===== src/rtl/irq_status_gate.sv =====
module irq_status_gate #(
  parameter int DW         = 32,
  parameter int AW         = 3,
  parameter int FIFO_DEPTH = 16,
  parameter int LVL_W      = $clog2(FIFO_DEPTH + 1)
) (
  input  logic             clk,
  input  logic             rst_n,
  input  logic             reg_we,
  input  logic [AW-1:0]    reg_addr,
  input  logic [DW-1:0]    reg_wdata,
  output logic [DW-1:0]    reg_rdata,
  input  logic             evt_bd_done,
  input  logic             evt_pkt_done,
  input  logic             evt_dma_err,
  input  logic [LVL_W-1:0] tx_level,
  input  logic [LVL_W-1:0] rx_level,
  output logic             irq
);
  localparam int NB    = 12;
  localparam int THR_W = 5;
  localparam int CW    = (LVL_W > THR_W) ? LVL_W : THR_W;
  localparam logic [NB-1:0] VALID  = 12'hE3F;
  localparam logic [NB-1:0] SRST_V = 12'h009;
  localparam logic [AW-1:0] A_EN  = AW'(0);
  localparam logic [AW-1:0] A_SIG = AW'(1);
  localparam logic [AW-1:0] A_ST  = AW'(2);
  localparam logic [AW-1:0] A_THR = AW'(3);
  localparam logic [AW-1:0] A_CTL = AW'(4);
  localparam logic [CW-1:0] FULL  = CW'(FIFO_DEPTH);

  logic [NB-1:0]    en_q, sig_q, st_q, ev_raw, clr;
  logic [THR_W-1:0] tthr_q, rthr_q;
  logic [CW-1:0]    txl, rxl, tthr_x, rthr_x;
  logic             soft_wr;

  assign txl    = CW'(tx_level);
  assign rxl    = CW'(rx_level);
  assign tthr_x = CW'(tthr_q);
  assign rthr_x = CW'(rthr_q);

  assign ev_raw = {evt_dma_err, evt_pkt_done, evt_bd_done, 3'b000,
                   rxl >= rthr_x, rxl == FULL, rxl == '0,
                   txl <= tthr_x, txl == FULL, txl == '0};

  assign soft_wr = reg_we && reg_addr == A_CTL && reg_wdata[0];
  assign clr     = (reg_we && reg_addr == A_ST) ? (reg_wdata[NB-1:0] & VALID) : '0;
  assign irq     = |(st_q & en_q & sig_q);

  always_ff @(posedge clk or negedge rst_n) begin
    if (!rst_n) begin
      en_q   <= '0;
      sig_q  <= '0;
      st_q   <= '0;
      tthr_q <= '0;
      rthr_q <= '0;
    end else if (soft_wr) begin
      en_q   <= '0;
      sig_q  <= '0;
      st_q   <= SRST_V;
      tthr_q <= '0;
      rthr_q <= '0;
    end else begin
      if (reg_we && reg_addr == A_EN)  en_q  <= reg_wdata[NB-1:0] & VALID;
      if (reg_we && reg_addr == A_SIG) sig_q <= reg_wdata[NB-1:0] & VALID;
      if (reg_we && reg_addr == A_THR) begin
        tthr_q <= reg_wdata[8 +: THR_W];
        rthr_q <= reg_wdata[0 +: THR_W];
      end
      st_q <= (st_q & ~clr) | (ev_raw & en_q);
    end
  end

  always_comb begin
    reg_rdata = '0;
    case (reg_addr)
      A_EN:    reg_rdata = DW'(en_q);
      A_SIG:   reg_rdata = DW'(sig_q);
      A_ST:    reg_rdata = DW'(st_q & en_q);
      A_THR:   reg_rdata = DW'({tthr_q, 3'b000, rthr_q});
      default: reg_rdata = '0;
    endcase
  end
endmodule



===== config.mk =====
export PLATFORM = sky130hd
export DESIGN_NAME = irq_status_gate
export DESIGN_NICKNAME = d
export VERILOG_FILES = /design/src/rtl/irq_status_gate.sv
export SDC_FILE = /design/constraint.sdc
export NUM_CORES = 1
export LEC_CHECK = 0
export BUFFER_PORTS_ARGS = -buffer_cell sky130_fd_sc_hd__buf_4
export CORE_MARGIN = 2
export CORE_UTILIZATION = 45
export CTS_CLUSTER_DIAMETER = 60
export CTS_CLUSTER_SIZE = 20
export DETAILED_ROUTE_END_ITERATION = 8
export MAX_ROUTING_LAYER = met4
export PLACE_DENSITY = 0.8
export SYNTH_ARGS = -nofsm -noshare
export SYNTH_HDL_FRONTEND = slang
export SYNTH_SLANG_ARGS = --single-unit

===== constraint.sdc =====
create_clock -name clk -period 2.8 [get_ports clk]
set_input_delay 0.14 -clock clk [delete_from_list [all_inputs] [get_ports clk]]
set_output_delay 0.14 -clock clk [all_outputs]
set_load 0.01 [all_outputs]

== Word level (Yosys, flattened, before mapping) ==
Cells that the tools add are included.
Word-level totals
  output and inout port bits: 33
  input port bits: 51
  word-level logic and storage cells: 44
  register bits after elaboration: 46
Cells by class
  reduce and logical (&&, ||, !) cells: 13
  order comparisons: 2
  bitwise gates (word level): 7
  mux-type cells: 11
  equal/unequal tests: 6
Operator list (count)
  $mux W12: 6
  $and A12 B12 Y12: 5
  $pmux W13 S4: 1
  $mux W5: 4
  $not A12 Y12: 1
  $or A12 B12 Y12: 1
  $reduce_or A12 Y1: 1
  $eq A5 B5 Y1 const B: 2
  $logic_not A5 Y1: 2
  $eq A3 B2 Y1 const B: 2
  $logic_and A1 B1 Y1: 6
  $reduce_bool A2 Y1: 3
  $ge A5 B5 Y1: 1
  $le A5 B5 Y1: 1
  $eq A3 B1 Y1 const B: 1
  $eq A3 B3 Y1 const B: 1
  $logic_not A3 Y1: 1

== Depth between registers and ports, before layout ==
  word-level depth: 7
  mapped depth: 7

== Worst setup path before layout ==
OpenSTA, ideal clock, no wires.
  kind: flip-flop to flip-flop
  start: register tthr_q[1]
  end: register st_q[2]
  arrival: 1.160 ns
  library setup time: 0.083 ns
  slack: 1.557 ns
  period minus slack after synthesis: 1.243 ns
  stages on the path, launching flop included: 7
  cells stage by stage: dfrtp_1 > inv_1 > ha_1 > nor2b_1 > o31ai_1 > a21oi_1 > o21ai_0
Between the ends
  word-level cells in the longest chain between the ends: 4
Ends and longest elaborated chain
  start, declared: line 33  | logic [THR_W-1:0] tthr_q, rthr_q;
  start signal, assigned: line 67  | tthr_q <= reg_wdata[8 +: THR_W];
  $le A5 B5 Y1: line 44  | txl <= tthr_x, txl == FULL, txl == '0};
  $and A12 B12 Y12: line 70  | st_q <= (st_q & ~clr) | (ev_raw & en_q);
  $or A12 B12 Y12: line 70
  $mux W12: line 57  | end else if (soft_wr) begin
  end signal, assigned: line 70
  end, declared: line 32  | logic [NB-1:0] en_q, sig_q, st_q, ev_raw, clr;
No other way between the ends.
A chain may end at the register's enable or synchronous reset.

== Worst setup path in the final report ==
  start: register en_q[11]
  end: output irq
Between the ends
  word-level cells in the longest chain between the ends: 3
Ends and longest elaborated chain
  start, declared: line 32
  start signal, assigned: line 64  | if (reg_we && reg_addr == A_EN) en_q <= reg_wdata[NB-1:0] & VALID;
  $and A12 B12 Y12 (2 in a row): line 48  | assign irq = |(st_q & en_q & sig_q);
  $reduce_or A12 Y1: line 48
  end, declared: line 18  | output logic irq
No other way between the ends.

==> results_dict.tcl <==
set metrics [dict create \
    status "finished, final reports clean" \
    drv_slew 0 \
    power.total_mw 1.567 \
    min_period_over_period_pct 56.12 \
    cts.path.max_buffers 2 \
    clkSlewWorstSetupHoldPaths_ns 0.07 \
    grt_max_degree 38 \
    clock.fmax_mhz 636.3 \
    grt_pass1_vias 2113 \
    setup_tns_ns 0 \
    fp.dieH_um 76.91 \
    cp_data_arrival_time_ns 1.43 \
    reg2reg_from "tthr_q[1]$_DFFE_PN0P_" \
    antenna_cells 0 \
    place.gp.congestion 0.8696 \
    antenna_found_initial 0 \
    multi_input_area_sq_mm 0.001256 \
    relSlewSlack_pct 49.59 \
    yosysSeqAreaShare_pct 38.70 \
    startpoint_type "flop" \
    die_w_um 76.91 \
    setup_viol 0 \
    cp.depth 5 \
    syn_area_sq_mm 0.002392 \
    synth_adder_area_share_pct 5.230 \
    hpwlAfterDp_um 4091 \
    vias_per_cell 5.355 \
    fillCellCount 495 \
    hold_path_end "tthr_q[4]$_DFFE_PN0P_" \
    pre_cts_ws_ns 1.131 \
    worst_pin_slew_ns 0.7520 \
    grt.total_usage_pct 22.31 \
    ant_nets 0 \
    core_area_sq_mm 0.005107 \
    min_path_type "input port to flop" \
    synth_edf_count 0 \
    drv_cap 0 \
    die_area_sq_mm 0.005915 \
    path_cells "nand3_1 > nand4_1 > a311oi_1 > nand3_1 > buf_4" \
    clk_latency_ns 0.29 \
    cts_buffers 5 \
    netlist_instances 289 \
    min_period_ns 1.571 \
    ys_seq_elements 37 \
    end_kind "output port" \
    synth_cell_types 42 \
    rows 26 \
    port_buffers 41 \
    avgRoutedWirePerCell_um 15.17 \
    finClkSkew_ns 0.003021 \
    cts-resized-gates 0 \
    nNetsFinal 387 \
    io_pins 84 \
    r2r_slack_ns 1.41 \
    synth.avg_cell_area_sq_um 8.278 \
    grt_pass1_wl_um 10060 \
    synth_top_area_share_pct 38.70 \
    grt_setup_unrepaired "false" \
    drive_gt1_share_pct 17.74 \
    yosys-mux-area-fraction_pct 3.766 \
    synth.largest_area_cell "dfrtp_1" \
    hold_viol 0 \
    synth.most_common_cell "nand2_1" \
    min_path_cells 3 \
    yosysWarnings 0 \
    htree_levels 2 \
    synthSimpleGateAreaFrac_pct 25.52 \
    cp_num_buf_inv 1 \
    synthXorXnorAreaFrac_pct 0 \
    reg2reg_to "st_q[2]$_DFF_PN0_" \
    ys_dominant_reg_cell "dfrtp_1" \
    cpMostUsedCell "nand3_1" \
    vias 2126 \
    gr-total-overflow 0 \
    ys_top_cells_by_count "77 x nand2_1, 37 x dfrtp_1, 29 x a21oi_1" \
    clkSinkCount 37 \
    worst-path-max-fanout 4 \
    drc 0 \
    crit_type "flop to output port" \
    seqCellArea_sq_um 925.9 \
    slowest_delay_ns 0.42 \
    synth_top_family_by_area "simple AND/OR/NAND/NOR gates" \
    cts_tree "built" \
    synth-compound-area-share_pct 14.70 \
    power_density_mw_per_mm2 572.4 \
    slowest_stage "dfrtp_1" \
    leakagePower_nw 1.306 \
    timing.final.ws_setup_ns 1.229 \
    routed_wl_um 6021 \
    synthTopCellsByArea "dfrtp_1 39%, nand2_1 12%, buf_4 8.8%, a21oi_1 6.1%, ha_1 5.2%" \
    first_pass_iters 4 \
    root_buffer "clkbuf_8" \
    syn2layout_area_growth_pct 14.44 \
    path_delay_family "flip-flops" \
    worstHoldStart "reg_wdata[12]" \
    drtIter0Drc 229 \
    critical_path_required_ns 2.66 \
    rr_worst_depth 6 \
    ir_drop_uv 332.3 \
    initial_core_util_pct 46.84 \
    synth-async-reset-ratio_pct 100.0 \
]
## cell families (layout without fill, tap and decap cells)
logic type      count (synthesis)  in the layout
simple gates                  133            133
compound gates                 55             55
buf+inv                        44             62
flops                          37             37
fa+ha+maj                      10             10
mux                             9              9
other cells                     1             21
## layer usage
metal	GRT usage, %	vias up	part of all wire, %
met5	-	-	0
met4	7.273	0	1.1
met3	5.176	6	8.3
met2	36.05	84	49
met1	27.68	1012	42
li1	-	1024	-
## placed cells by master (no fill, tap or decap), types with 8 or more instances in the layout
master / instances
a21oi_1: 29
buf_4: 42
conb_1: 21
dfrtp_1: 37
ha_1: 10
inv_1: 11
mux2i_1: 9
nand2_1: 77
nand3_1: 14
nor2_1: 20
o221ai_1: 8
## what timing repair did
item	in CTS	in global routing
hold buffers	1	0
endpoints found under the hold margin	37	0
buffers inserted	0	0
## cell type report
cell class,count,area share [%]
multi-input cells,228,45.89
flip-flops and latches,37,33.82
repair buffers,43,11.88
clock buffers,7,3.519
well taps,70,3.199
inverters,11,1.508
clock inverters,1,0.1828
## report_power, final
part	internal, mW	switching (mW)
registers	0.641	0.0948
clock network	0.222	0.191
logic	0.197	0.221
## sequential cells by signal (all words and copies together) (netlist names)
register,flops
en_q,9
rthr_q,5
sig_q,9
st_q,9
tthr_q,5
## tightest hold or removal path, delay by kind of cell
kind            cells  cell delay, ns
compound gates      1            0.05
buf+inv             1            0.11
simple gates        1            0.04
## through the flow
step	instance area [sq um]	utilization, %	hold slack [ns]	std cells
2_1_floorplan	2467	-	-0.1556	309
3_3_place_gp	2626	51.42	0.1292	388
3_5_place_dp	2626	51.42	0.1299	388
4_1_cts	2738	53.60	0.08622	397
5_1_grt	2738	53.60	0.1055	397
6_report	2738	53.60	0.08933	397
## how the worst max path moves through the flow
stage	to	slack (ns)	startpoint
3_3_place_gp	sig_q[11]$_DFFE_PN0P_	1.17	reg_addr[0]
3_5_place_dp	sig_q[4]$_DFFE_PN0P_	1.13	reg_addr[0]
2_1_floorplan	st_q[2]$_DFF_PN0_	1.56	tthr_q[1]$_DFFE_PN0P_
6_report	irq	1.23	en_q[11]$_DFFE_PN0P_
4_1_cts	irq	1.22	en_q[11]$_DFFE_PN0P_
5_1_grt	reg_rdata[4]	1.13	reg_addr[0]
(Power assumes the default switching activity.)
